[src/rtl/nand_seq_pkg.sv]
package nand_seq_pkg;

    localparam int TF_W  = 8;   // width of one timing count
    localparam int DLY_W = 4;   // width of one read delay

    typedef enum logic [1:0] {
        WIN_DATA = 2'd0,
        WIN_CMD  = 2'd1,
        WIN_ADDR = 2'd2,
        WIN_ALT  = 2'd3
    } win_e;

    typedef enum logic [2:0] {
        PH_IDLE  = 3'd0,
        PH_DLY   = 3'd1,
        PH_SETUP = 3'd2,
        PH_WAIT  = 3'd3,
        PH_HOLD  = 3'd4,
        PH_HIZ   = 3'd5
    } phase_e;

    // packed so that a 32-bit register write maps straight onto the fields
    typedef struct packed {
        logic [TF_W-1:0] hiz;
        logic [TF_W-1:0] hold;
        logic [TF_W-1:0] wt;
        logic [TF_W-1:0] setup;
    } timing_t;

    typedef struct packed {
        logic [DLY_W-1:0] ale_dly;
        logic [DLY_W-1:0] cle_dly;
        logic             wide;
        logic             bank_en;
        logic             rdy_wait;
    } ctrl_t;

    typedef struct packed {
        phase_e          ph;
        logic [TF_W-1:0] cnt;
    } step_t;

    localparam timing_t TIM_RST = '{hiz: 8'd1, hold: 8'd4, wt: 8'd6, setup: 8'd0};
    localparam ctrl_t  CTRL_RST = '{ale_dly: 4'd1, cle_dly: 4'd1, wide: 1'b0,
                                    bank_en: 1'b0, rdy_wait: 1'b0};

endpackage

[src/rtl/nand_seq_regs.sv]
module nand_seq_regs
    import nand_seq_pkg::*;
(
    input  logic        clk,
    input  logic        rst_n,
    input  logic        reg_wr,
    input  logic [1:0]  reg_sel,
    input  logic [31:0] reg_wdata,
    output ctrl_t       ctrl,
    output timing_t     tim_com,
    output timing_t     tim_att
);
    localparam int B_RDYW = 1;
    localparam int B_EN   = 2;
    localparam int B_WIDE = 4;
    localparam int CL_LSB = 9;
    localparam int AL_LSB = CL_LSB + DLY_W;

    typedef struct packed {
        ctrl_t   c;
        timing_t t0;
        timing_t t1;
    } rf_s;

    rf_s rf_d, rf_q;

    always_comb begin
        rf_d = rf_q;
        if (reg_wr) begin
            case (reg_sel)
                2'd0: begin
                    rf_d.c.rdy_wait = reg_wdata[B_RDYW];
                    rf_d.c.bank_en  = reg_wdata[B_EN];
                    rf_d.c.wide     = reg_wdata[B_WIDE];
                    rf_d.c.cle_dly  = reg_wdata[CL_LSB +: DLY_W];
                    rf_d.c.ale_dly  = reg_wdata[AL_LSB +: DLY_W];
                end
                2'd1:    rf_d.t0 = timing_t'(reg_wdata);
                2'd2:    rf_d.t1 = timing_t'(reg_wdata);
                default: ;
            endcase
        end
    end

    always_ff @(posedge clk or negedge rst_n) begin
        if (!rst_n) begin
            rf_q <= '{c: CTRL_RST, t0: TIM_RST, t1: TIM_RST};
        end else begin
            rf_q <= rf_d;
        end
    end

    assign ctrl    = rf_q.c;
    assign tim_com = rf_q.t0;
    assign tim_att = rf_q.t1;

endmodule

[src/rtl/nand_seq_engine.sv]
module nand_seq_engine
    import nand_seq_pkg::*;
#(
    parameter int DQ_W = 16
) (
    input  logic             clk,
    input  logic             rst_n,
    input  logic             cfg_wide,
    input  logic             cfg_rdyw,
    input  logic [DLY_W-1:0] cfg_cle_dly,
    input  logic [DLY_W-1:0] cfg_ale_dly,
    input  timing_t          tim_com,
    input  timing_t          tim_att,
    input  logic             acc_req,
    input  logic [1:0]       acc_win,
    input  logic             acc_write,
    input  logic             acc_attr,
    input  logic [DQ_W-1:0]  acc_wdata,
    input  logic             rb_n,
    input  logic [DQ_W-1:0]  dq_in,
    output logic             busy,
    output logic             done,
    output logic [DQ_W-1:0]  rdata,
    output logic             cle,
    output logic             ale,
    output logic             we_n,
    output logic             re_n,
    output logic [DQ_W-1:0]  dq_out,
    output logic             dq_oe
);
    localparam int LANE_W = DQ_W / 2;

    typedef struct packed {
        phase_e          ph;
        logic [TF_W-1:0] cnt;
        timing_t         tim;
        logic            wr;
        win_e            win;
        logic            wide;
        logic            rdyw;
        win_e            last;
        logic [DQ_W-1:0] wdat;
        logic [DQ_W-1:0] rdat;
        logic            done;
    } eng_s;

    eng_s s_d, s_q;

    function automatic logic [TF_W-1:0] wait_len(timing_t t);
        return (t.wt == '0) ? TF_W'(1) : t.wt;
    endfunction

    // first phase after any delay: setup when non-zero, else wait
    function automatic step_t enter_front(timing_t t);
        step_t r;
        if (t.setup != '0) begin
            r.ph = PH_SETUP; r.cnt = t.setup;
        end else begin
            r.ph = PH_WAIT;  r.cnt = wait_len(t);
        end
        return r;
    endfunction

    // phase after wait (from_wait=1) or after hold (from_wait=0)
    function automatic step_t enter_tail(timing_t t, logic from_wait);
        step_t r;
        if (from_wait && t.hold != '0) begin
            r.ph = PH_HOLD; r.cnt = t.hold;
        end else if (t.hiz != '0) begin
            r.ph = PH_HIZ;  r.cnt = t.hiz;
        end else begin
            r.ph = PH_IDLE; r.cnt = '0;
        end
        return r;
    endfunction

    win_e             win_in;
    timing_t          tsel;
    logic [DLY_W-1:0] dly;
    step_t            st;
    logic             at_end;

    assign win_in = win_e'(acc_win);
    assign at_end = (s_q.cnt == TF_W'(1));

    always_comb begin
        s_d    = s_q;
        tsel   = acc_attr ? tim_att : tim_com;
        dly    = '0;
        if (!acc_write && s_q.last == WIN_CMD)  dly = cfg_cle_dly;
        if (!acc_write && s_q.last == WIN_ADDR) dly = cfg_ale_dly;
        st.ph  = s_q.ph;
        st.cnt = s_q.cnt - TF_W'(1);

        case (s_q.ph)
            PH_IDLE: begin
                st.cnt = s_q.cnt;
                if (acc_req) begin
                    s_d.tim  = tsel;
                    s_d.wr   = acc_write;
                    s_d.win  = win_in;
                    s_d.wide = cfg_wide;
                    s_d.rdyw = cfg_rdyw;
                    s_d.last = (acc_write && (win_in == WIN_CMD || win_in == WIN_ADDR))
                               ? win_in : WIN_DATA;
                    if (win_in == WIN_CMD || win_in == WIN_ADDR || !cfg_wide)
                        s_d.wdat = {{(DQ_W-LANE_W){1'b0}}, acc_wdata[LANE_W-1:0]};
                    else
                        s_d.wdat = acc_wdata;
                    if (dly != '0) begin
                        st.ph  = PH_DLY;
                        st.cnt = TF_W'(dly);
                    end else begin
                        st = enter_front(tsel);
                    end
                end
            end
            PH_DLY:   if (at_end) st = enter_front(s_q.tim);
            PH_SETUP: if (at_end) begin
                st.ph  = PH_WAIT;
                st.cnt = wait_len(s_q.tim);
            end
            PH_WAIT:  if (at_end) begin
                if (s_q.rdyw && !rb_n) begin
                    st.cnt = s_q.cnt;
                end else begin
                    if (!s_q.wr)
                        s_d.rdat = s_q.wide ? dq_in
                                 : {{(DQ_W-LANE_W){1'b0}}, dq_in[LANE_W-1:0]};
                    st = enter_tail(s_q.tim, 1'b1);
                end
            end
            PH_HOLD:  if (at_end) st = enter_tail(s_q.tim, 1'b0);
            PH_HIZ:   if (at_end) begin
                st.ph  = PH_IDLE;
                st.cnt = '0;
            end
            default: begin
                st.ph  = PH_IDLE;
                st.cnt = '0;
            end
        endcase

        s_d.ph   = st.ph;
        s_d.cnt  = st.cnt;
        s_d.done = (s_q.ph != PH_IDLE) && (st.ph == PH_IDLE);
    end

    always_ff @(posedge clk or negedge rst_n) begin
        if (!rst_n) begin
            s_q <= '0;
        end else begin
            s_q <= s_d;
        end
    end

    logic act;
    assign act    = (s_q.ph == PH_SETUP) || (s_q.ph == PH_WAIT) || (s_q.ph == PH_HOLD);
    assign cle    = act && (s_q.win == WIN_CMD);
    assign ale    = act && (s_q.win == WIN_ADDR);
    assign we_n   = !((s_q.ph == PH_WAIT) && s_q.wr);
    assign re_n   = !((s_q.ph == PH_WAIT) && !s_q.wr);
    assign dq_oe  = act && s_q.wr;
    assign dq_out = s_q.wdat;
    assign busy   = (s_q.ph != PH_IDLE);
    assign done   = s_q.done;
    assign rdata  = s_q.rdat;

endmodule

[src/rtl/nand_cycle_seq.sv]
module nand_cycle_seq
    import nand_seq_pkg::*;
#(
    parameter int DQ_W = 16
) (
    input  logic            clk,
    input  logic            rst_n,
    input  logic            reg_wr,
    input  logic [1:0]      reg_sel,
    input  logic [31:0]     reg_wdata,
    input  logic            acc_req,
    input  logic [1:0]      acc_win,
    input  logic            acc_write,
    input  logic            acc_attr,
    input  logic [DQ_W-1:0] acc_wdata,
    output logic            acc_busy,
    output logic            acc_done,
    output logic [DQ_W-1:0] acc_rdata,
    output logic            nand_ce_n,
    output logic            nand_cle,
    output logic            nand_ale,
    output logic            nand_we_n,
    output logic            nand_re_n,
    output logic [DQ_W-1:0] nand_dq_out,
    output logic            nand_dq_oe,
    input  logic [DQ_W-1:0] nand_dq_in,
    input  logic            nand_rb_n
);
    ctrl_t   ctrl;
    timing_t tim_com;
    timing_t tim_att;

    nand_seq_regs u_regs (
        .clk       (clk),
        .rst_n     (rst_n),
        .reg_wr    (reg_wr),
        .reg_sel   (reg_sel),
        .reg_wdata (reg_wdata),
        .ctrl      (ctrl),
        .tim_com   (tim_com),
        .tim_att   (tim_att)
    );

    nand_seq_engine #(.DQ_W(DQ_W)) u_eng (
        .clk         (clk),
        .rst_n       (rst_n),
        .cfg_wide    (ctrl.wide),
        .cfg_rdyw    (ctrl.rdy_wait),
        .cfg_cle_dly (ctrl.cle_dly),
        .cfg_ale_dly (ctrl.ale_dly),
        .tim_com     (tim_com),
        .tim_att     (tim_att),
        .acc_req     (acc_req),
        .acc_win     (acc_win),
        .acc_write   (acc_write),
        .acc_attr    (acc_attr),
        .acc_wdata   (acc_wdata),
        .rb_n        (nand_rb_n),
        .dq_in       (nand_dq_in),
        .busy        (acc_busy),
        .done        (acc_done),
        .rdata       (acc_rdata),
        .cle         (nand_cle),
        .ale         (nand_ale),
        .we_n        (nand_we_n),
        .re_n        (nand_re_n),
        .dq_out      (nand_dq_out),
        .dq_oe       (nand_dq_oe)
    );

    assign nand_ce_n = !ctrl.bank_en;

endmodule

[config.mk]
export PLATFORM = sky130hd
export DESIGN_NAME = nand_cycle_seq
export DESIGN_NICKNAME = d
export VERILOG_FILES = /design/src/rtl/nand_seq_pkg.sv /design/src/rtl/nand_seq_regs.sv /design/src/rtl/nand_seq_engine.sv /design/src/rtl/nand_cycle_seq.sv
export SDC_FILE = /design/constraint.sdc
export NUM_CORES = 1
export LEC_CHECK = 0
export CAP_MARGIN = 5
export CORE_UTILIZATION = 55
export CTS_CLUSTER_SIZE = 40
export DETAILED_ROUTE_END_ITERATION = 16
export GPL_TIMING_DRIVEN = 0
export PLACE_DENSITY = 0.77
export RECOVER_POWER = 100
export SLEW_MARGIN = 10
export SYNTH_ARGS = -nofsm -noshare
export SYNTH_HDL_FRONTEND = slang
export SYNTH_HIERARCHICAL = 1
export SYNTH_SLANG_ARGS = --single-unit
[constraint.sdc]
create_clock -name clk -period 3.1 [get_ports clk]
set_clock_uncertainty 0.15 [all_clocks]
set_input_delay 0.93 -clock clk [delete_from_list [all_inputs] [get_ports clk]]
set_output_delay 0.93 -clock clk [all_outputs]
set_load 0.05 [all_outputs]
* Yosys cells after proc, flatten, opt, wreduce, memory -nomap -nowiden
Cells that the tools add are included.
** Cells by class
- $add $sub $neg :: 1
- Equality and inequality tests :: 16
- Muxes and demuxes :: 22
- Bitwise operators :: 2
- Reductions and logical operators :: 38
** Operators by type and width (count)
- 11-bit two-way mux :: 8
- 11-bit case mux with 6 select lines :: 1
- 16-bit two-way mux :: 2
- 32-bit two-way mux :: 1
- 8-bit nonzero test :: 4
- 8-bit two-way mux :: 3
- 9-bit two-way mux :: 2
- 8-bit zero test :: 2
- 1-bit logical AND :: 10
- 10-bit two-way mux :: 1
- 2-bit AND reduction :: 5
- 2-bit by 1-bit == test with 1-bit output, second input constant :: 4
- 2-bit == test, second input constant :: 4
- 8-bit by 1-bit == test with 1-bit output, second input constant :: 1
- 4-bit two-way mux :: 2
- 8-bit by 1-bit subtractor with 8-bit output, second input constant :: 1
- 1-bit zero test :: 7
- 3-bit by 2-bit == test with 1-bit output, second input constant :: 2
- 3-bit == test, second input constant :: 2
- 3-bit zero test :: 2
- 1-bit logical OR :: 4
- 4-bit AND reduction :: 1
- 4-bit nonzero test :: 1
- 3-bit by 1-bit == test with 1-bit output, second input constant :: 1
- other kinds (7) :: 8
** Word-level totals
- Register bits after elaboration :: 158
- Output and inout port bits :: 40
- Word-level logic and storage cells :: 106

* Logic depth before layout (Yosys ltp)
- Depth in word-level cells :: 10
- Gate-level depth with buffers :: 9

* By module
The synthesis kept the hierarchy.
** Modules (own cells, without submodules)
- nand_seq_engine :: times used 1, cells an instance 575, area an instance 5113.7 um^2, seq. area each 2077.0 um^2
- nand_seq_regs :: times used 1, cells an instance 160, area an instance 2894.0 um^2, seq. area each 1889.3 um^2
- nand_cycle_seq :: times used 1, cells an instance 1, area an instance 3.8 um^2, seq. area each 0.0 um^2

* Worst setup path before layout
Ideal clock, no wire load.
- Path kind :: register to output
- From :: register u_eng/s_q[81] in the netlist's numbering
- To :: output nand_ale
- Arrival time :: 2.553 ns
- Required time :: 2.020 ns
- Path slack :: -0.533 ns
- Stages on the path, launching flop included :: 5
- Buffers on the path :: 1
- Cells stage by stage :: dfrtp_1 -> clkbuf_1 -> nor3b_1 -> nor2_1 -> nor3b_1
** Between the ends
- Longest elaborated chain between the ends :: 4
- Elaborated cells between the ends (all ways) :: 6
- Those cells by class :: eq/ne (3); reduce/logical (3)
** RTL lines
- from (decl) :: RTL line nand_seq_engine.sv:47 : eng_s s_d, s_q;
- from (signal assigned) :: RTL line nand_seq_engine.sv:151 : s_q <= '0;
- from (signal assigned) :: RTL line nand_seq_engine.sv:153 : s_q <= s_d;
- 3-bit by 2-bit == test with 1-bit output :: RTL line nand_seq_engine.sv:158 : assign act = (s_q.ph == PH_SETUP) || (s_q.ph == PH_WAIT) || (s_q.ph == PH_HOLD);
- 1-bit logical OR :: RTL line nand_seq_engine.sv:158
- 1-bit logical OR (*) :: RTL line nand_seq_engine.sv:158
- 1-bit logical AND (*) :: RTL line nand_seq_engine.sv:160 : assign ale = act && (s_q.win == WIN_ADDR);
- to (decl) :: RTL line nand_cycle_seq.sv:21 : output logic nand_ale,
Mark *: on every way between the ends. The rest lies on a longest branch, timed or not.

* Final worst setup path
- From :: register u_eng/s_q[81] in the netlist's numbering
- To :: output nand_re_n
** Between the ends
- Longest elaborated chain between the ends :: 3
** RTL lines
- 3-bit by 2-bit == test with 1-bit output :: RTL line nand_seq_engine.sv:162 : assign re_n = !((s_q.ph == PH_WAIT) && !s_q.wr);
- 1-bit logical AND :: RTL line nand_seq_engine.sv:162
- 1-bit zero test :: RTL line nand_seq_engine.sv:162
- to (decl) :: RTL line nand_cycle_seq.sv:23 : output logic nand_re_n,
No other way between the ends.

==> results_dict.tcl <==
set metrics [dict create \
    wirelength_um 21500 \
    powerDensity_mw_per_mm2 929 \
    clkSlewWorstSetupHoldPaths_ns 0.06 \
    synth-compound-area-share_pct 11.7 \
    h-tree-depth 4 \
    muxShareOfSynthArea_pct 16.4 \
    dieArea_mm2 0.0151 \
    crit_family "buffers and inverters" \
    clock-root-buffer "clkbuf_16" \
    antenna_found_initial 0 \
    rr_endpoint "u_eng/s_q[72]" \
    maxSlewViolCount 66 \
    finalInstanceArea_mm2 0.00986 \
    violations "max-capacitance violations, max-slew violations" \
    synthCells 736 \
    drt-initial-drc-count 433 \
    nNetsFinal 947 \
    first_global_vias 6425 \
    final_cells 1063 \
    synth_top_cell_area_share_pct 46.2 \
    period_share_pct 97.7 \
    track_usage_pct 30.5 \
    fillers 1042 \
    run_status "finished with violations" \
    synth-simple-area-share_pct 15.1 \
    regToRegSetupSlack_ns 0.12 \
    rows 43 \
    synth_edf_count 0 \
    end_kind "primary output" \
    fin_tns_setup_ns 0 \
    p_leak_nw 4.35 \
    peakVddDrop_mv 0.483 \
    cp_cell_sequence "clkbuf_2 > and3b_2 > nand2b_1 > clkdlybuf4s15_1" \
    r2r-start "u_eng/s_q[72]" \
    synth_top_family_by_area "multiplexers" \
    yosys.area_share.adder_pct 0.312 \
    dp_hpwl_um 16000 \
    insertedDiodeCount 0 \
    overflow 0 \
    synthTopCellsByArea "dfrtp_1, mux2_2, nand2_1, mux2i_1, o21ai_0" \
    min_to "u_eng/rdata[9]" \
    vias 6375 \
    routabilityCongestion 0.961 \
    synth_nets 813 \
    fp.dieW_um 123 \
    clk-insertion-delay-late_ns 0.43 \
    fp.coreArea_mm2 0.0140 \
    vias_per_cell 6.00 \
    timing.hold.ws_ns 0.331 \
    setup_viol 0 \
    worstSetupPathType "reg2out" \
    final_common_cell "dfrtp_1" \
    arrival_ns 1.95 \
    reg2reg_depth 7 \
    final_cell_mix "dfrtp_1, nand2_1, mux2_2" \
    clkSinkCount 158 \
    synth_top_area_cell "dfrtp_1" \
    yosys_register_bits 158 \
    crit_required_ns 2.02 \
    synthFlopType "dfrtp_1" \
    ant_nets 0 \
    placed_area_mm2 0.00942 \
    hold_depth 2 \
    clockBufferDepth 2 \
    syn_area_mm2 0.00801 \
    period_needed_ns 3.03 \
    slowest_stage "clkdlybuf4s15_1" \
    cp_num_buf_inv 2 \
    grt_pass1_wl_um 34000 \
    min_from "u_eng/rdata[9]" \
    ys_async_sr_fraction_pct 100 \
    cts_tree "yes" \
    fmax_mhz 330 \
    relSlewSlack_pct -5.89 \
    synth_warnings 6 \
    numCtsBuffers 17 \
    rsz0062_at_grt "no" \
    cap_viol_max_count 1 \
    cp_slowest_stage_delay_ns 0.50 \
    cp-start-kind "register" \
    start_util_pct 57.1 \
    grt_max_degree 95 \
    dp_cells 1031 \
    syn_avg_cell_area_um2 10.9 \
    worstPathMaxFanout 11 \
    wl_per_cell_um 20.2 \
    synth_cell_types 65 \
    dr.pass1.iters 6 \
    ys_seq_area_share_pct 49.5 \
    drive_gt1_share_pct 20.2 \
    finalHoldViolCount 0 \
    ios 115 \
    drc 0 \
    portBuffers 114 \
    synth_xor_area_share_pct 0.437 \
    min_path_type "reg2reg" \
    worst_pin_slew_ns 1.59 \
    syn_to_final_growth_pct 23.0 \
    die_h_um 123 \
    postLayoutCoreUtil_pct 70.2 \
]
==> layout make-up <==
type / count / area (um2) / area share (%)
buffer: 72 / 412 / 4.18
sequential: 158 / 3970 / 40.2
timing repair buffer: 116 / 1140 / 11.6
multi-input combinational: 495 / 3490 / 35.4
clock inverter: 11 / 133 / 1.35
clock buffer: 21 / 450 / 4.57
inverter: 10 / 37.5 / 0.381
tap: 180 / 225 / 2.29
==> logic make-up after synthesis <==
logic type,count (synthesis)
simple gates,226
flops,158
mux,118
xor+xnor,4
fa+ha+maj,2
buf+inv,83
compound gates,145
==> tightest hold or removal path, cell delays in order, from the launching register on <==
cell and delay, ns:
dfrtp_1 0.34, nand2_1 0.04, o21ai_0 0.06
==> worst max path at each step <==
stage / endpoint / start / slack (ns) / cells after the start
4_1_cts: nand_re_n / u_eng/s_q[81] / 0.03 / 4
3_3_place_gp: u_eng/dq_out[10] / rst_n / -4.97 / 1
2_1_floorplan: nand_ale / u_eng/s_q[81] / -0.1 / 4
5_1_grt: nand_re_n / u_eng/s_q[81] / 0.004 / 4
6_report: nand_re_n / u_eng/s_q[81] / 0.07 / 4
3_5_place_dp: nand_cle / u_eng/s_q[80] / -0.94 / 5
==> report_power, final <==
group / switching (mW) / internal (mW) / total, mW
Clock: 0.839 / 1.22 / 2.06
Sequential: 0.677 / 2.75 / 3.43
Combinational: 2.19 / 1.49 / 3.67
==> metal layers <==
metal | global-route usage (%) | wire length [um]
met5 | 0 | 0
met4 | 13.6 | 741
met3 | 7.30 | 1380
met2 | 49.3 | 10300
met1 | 38.8 | 9030
==> registers in the layout (all words and copies together) (netlist names) <==
name and cells:
u_eng/done 1, u_eng/dq_out 16, u_eng/rdata 16, u_eng/s_q 50
u_regs/ctrl 11, u_regs/tim_att 32, u_regs/tim_com 32
==> what timing repair did <==
| item | CTS | global route |
|---|---|---|
| resized for setup | 26 | 4 |
| gates cloned | 0 | 0 |
| hold buffers | 0 | 0 |
| setup buffers | 1 | 0 |
| pin swaps | 1 | 0 |
| endpoints found under the setup margin | 7 | 4 |
==> synth_stat cells (5+ instances only) <==
cell and instances:
a31oi_1 10, nand2b_1 10, nor2b_1 8, nand3b_1 11
a22o_1 10, a21oi_1 23, nand2_1 112, nor3b_1 6
clkbuf_1 23, nor4_1 13, o21ai_0 53, a211oi_1 5
nor2_1 10, dfrtp_1 148, mux2i_1 35, o211ai_1 5
buf_6 7, inv_1 10, mux2_2 75, nor3_1 13
a311oi_1 5, buf_4 32, dfstp_2 10, nand3_1 9
mux2_4 8
==> through the flow <==
step | total power, mW | setup slack, ns
final | 9.16 | 0.0716
after global routing | 9.64 | 0.00352
after CTS | 9.29 | 0.0262
after detailed placement | 7.22 | -0.940
after global placement | 7.10 | -4.97
after floorplan | 5.91 | -0.0952
Note: power is estimated with default switching activity, not from simulation.
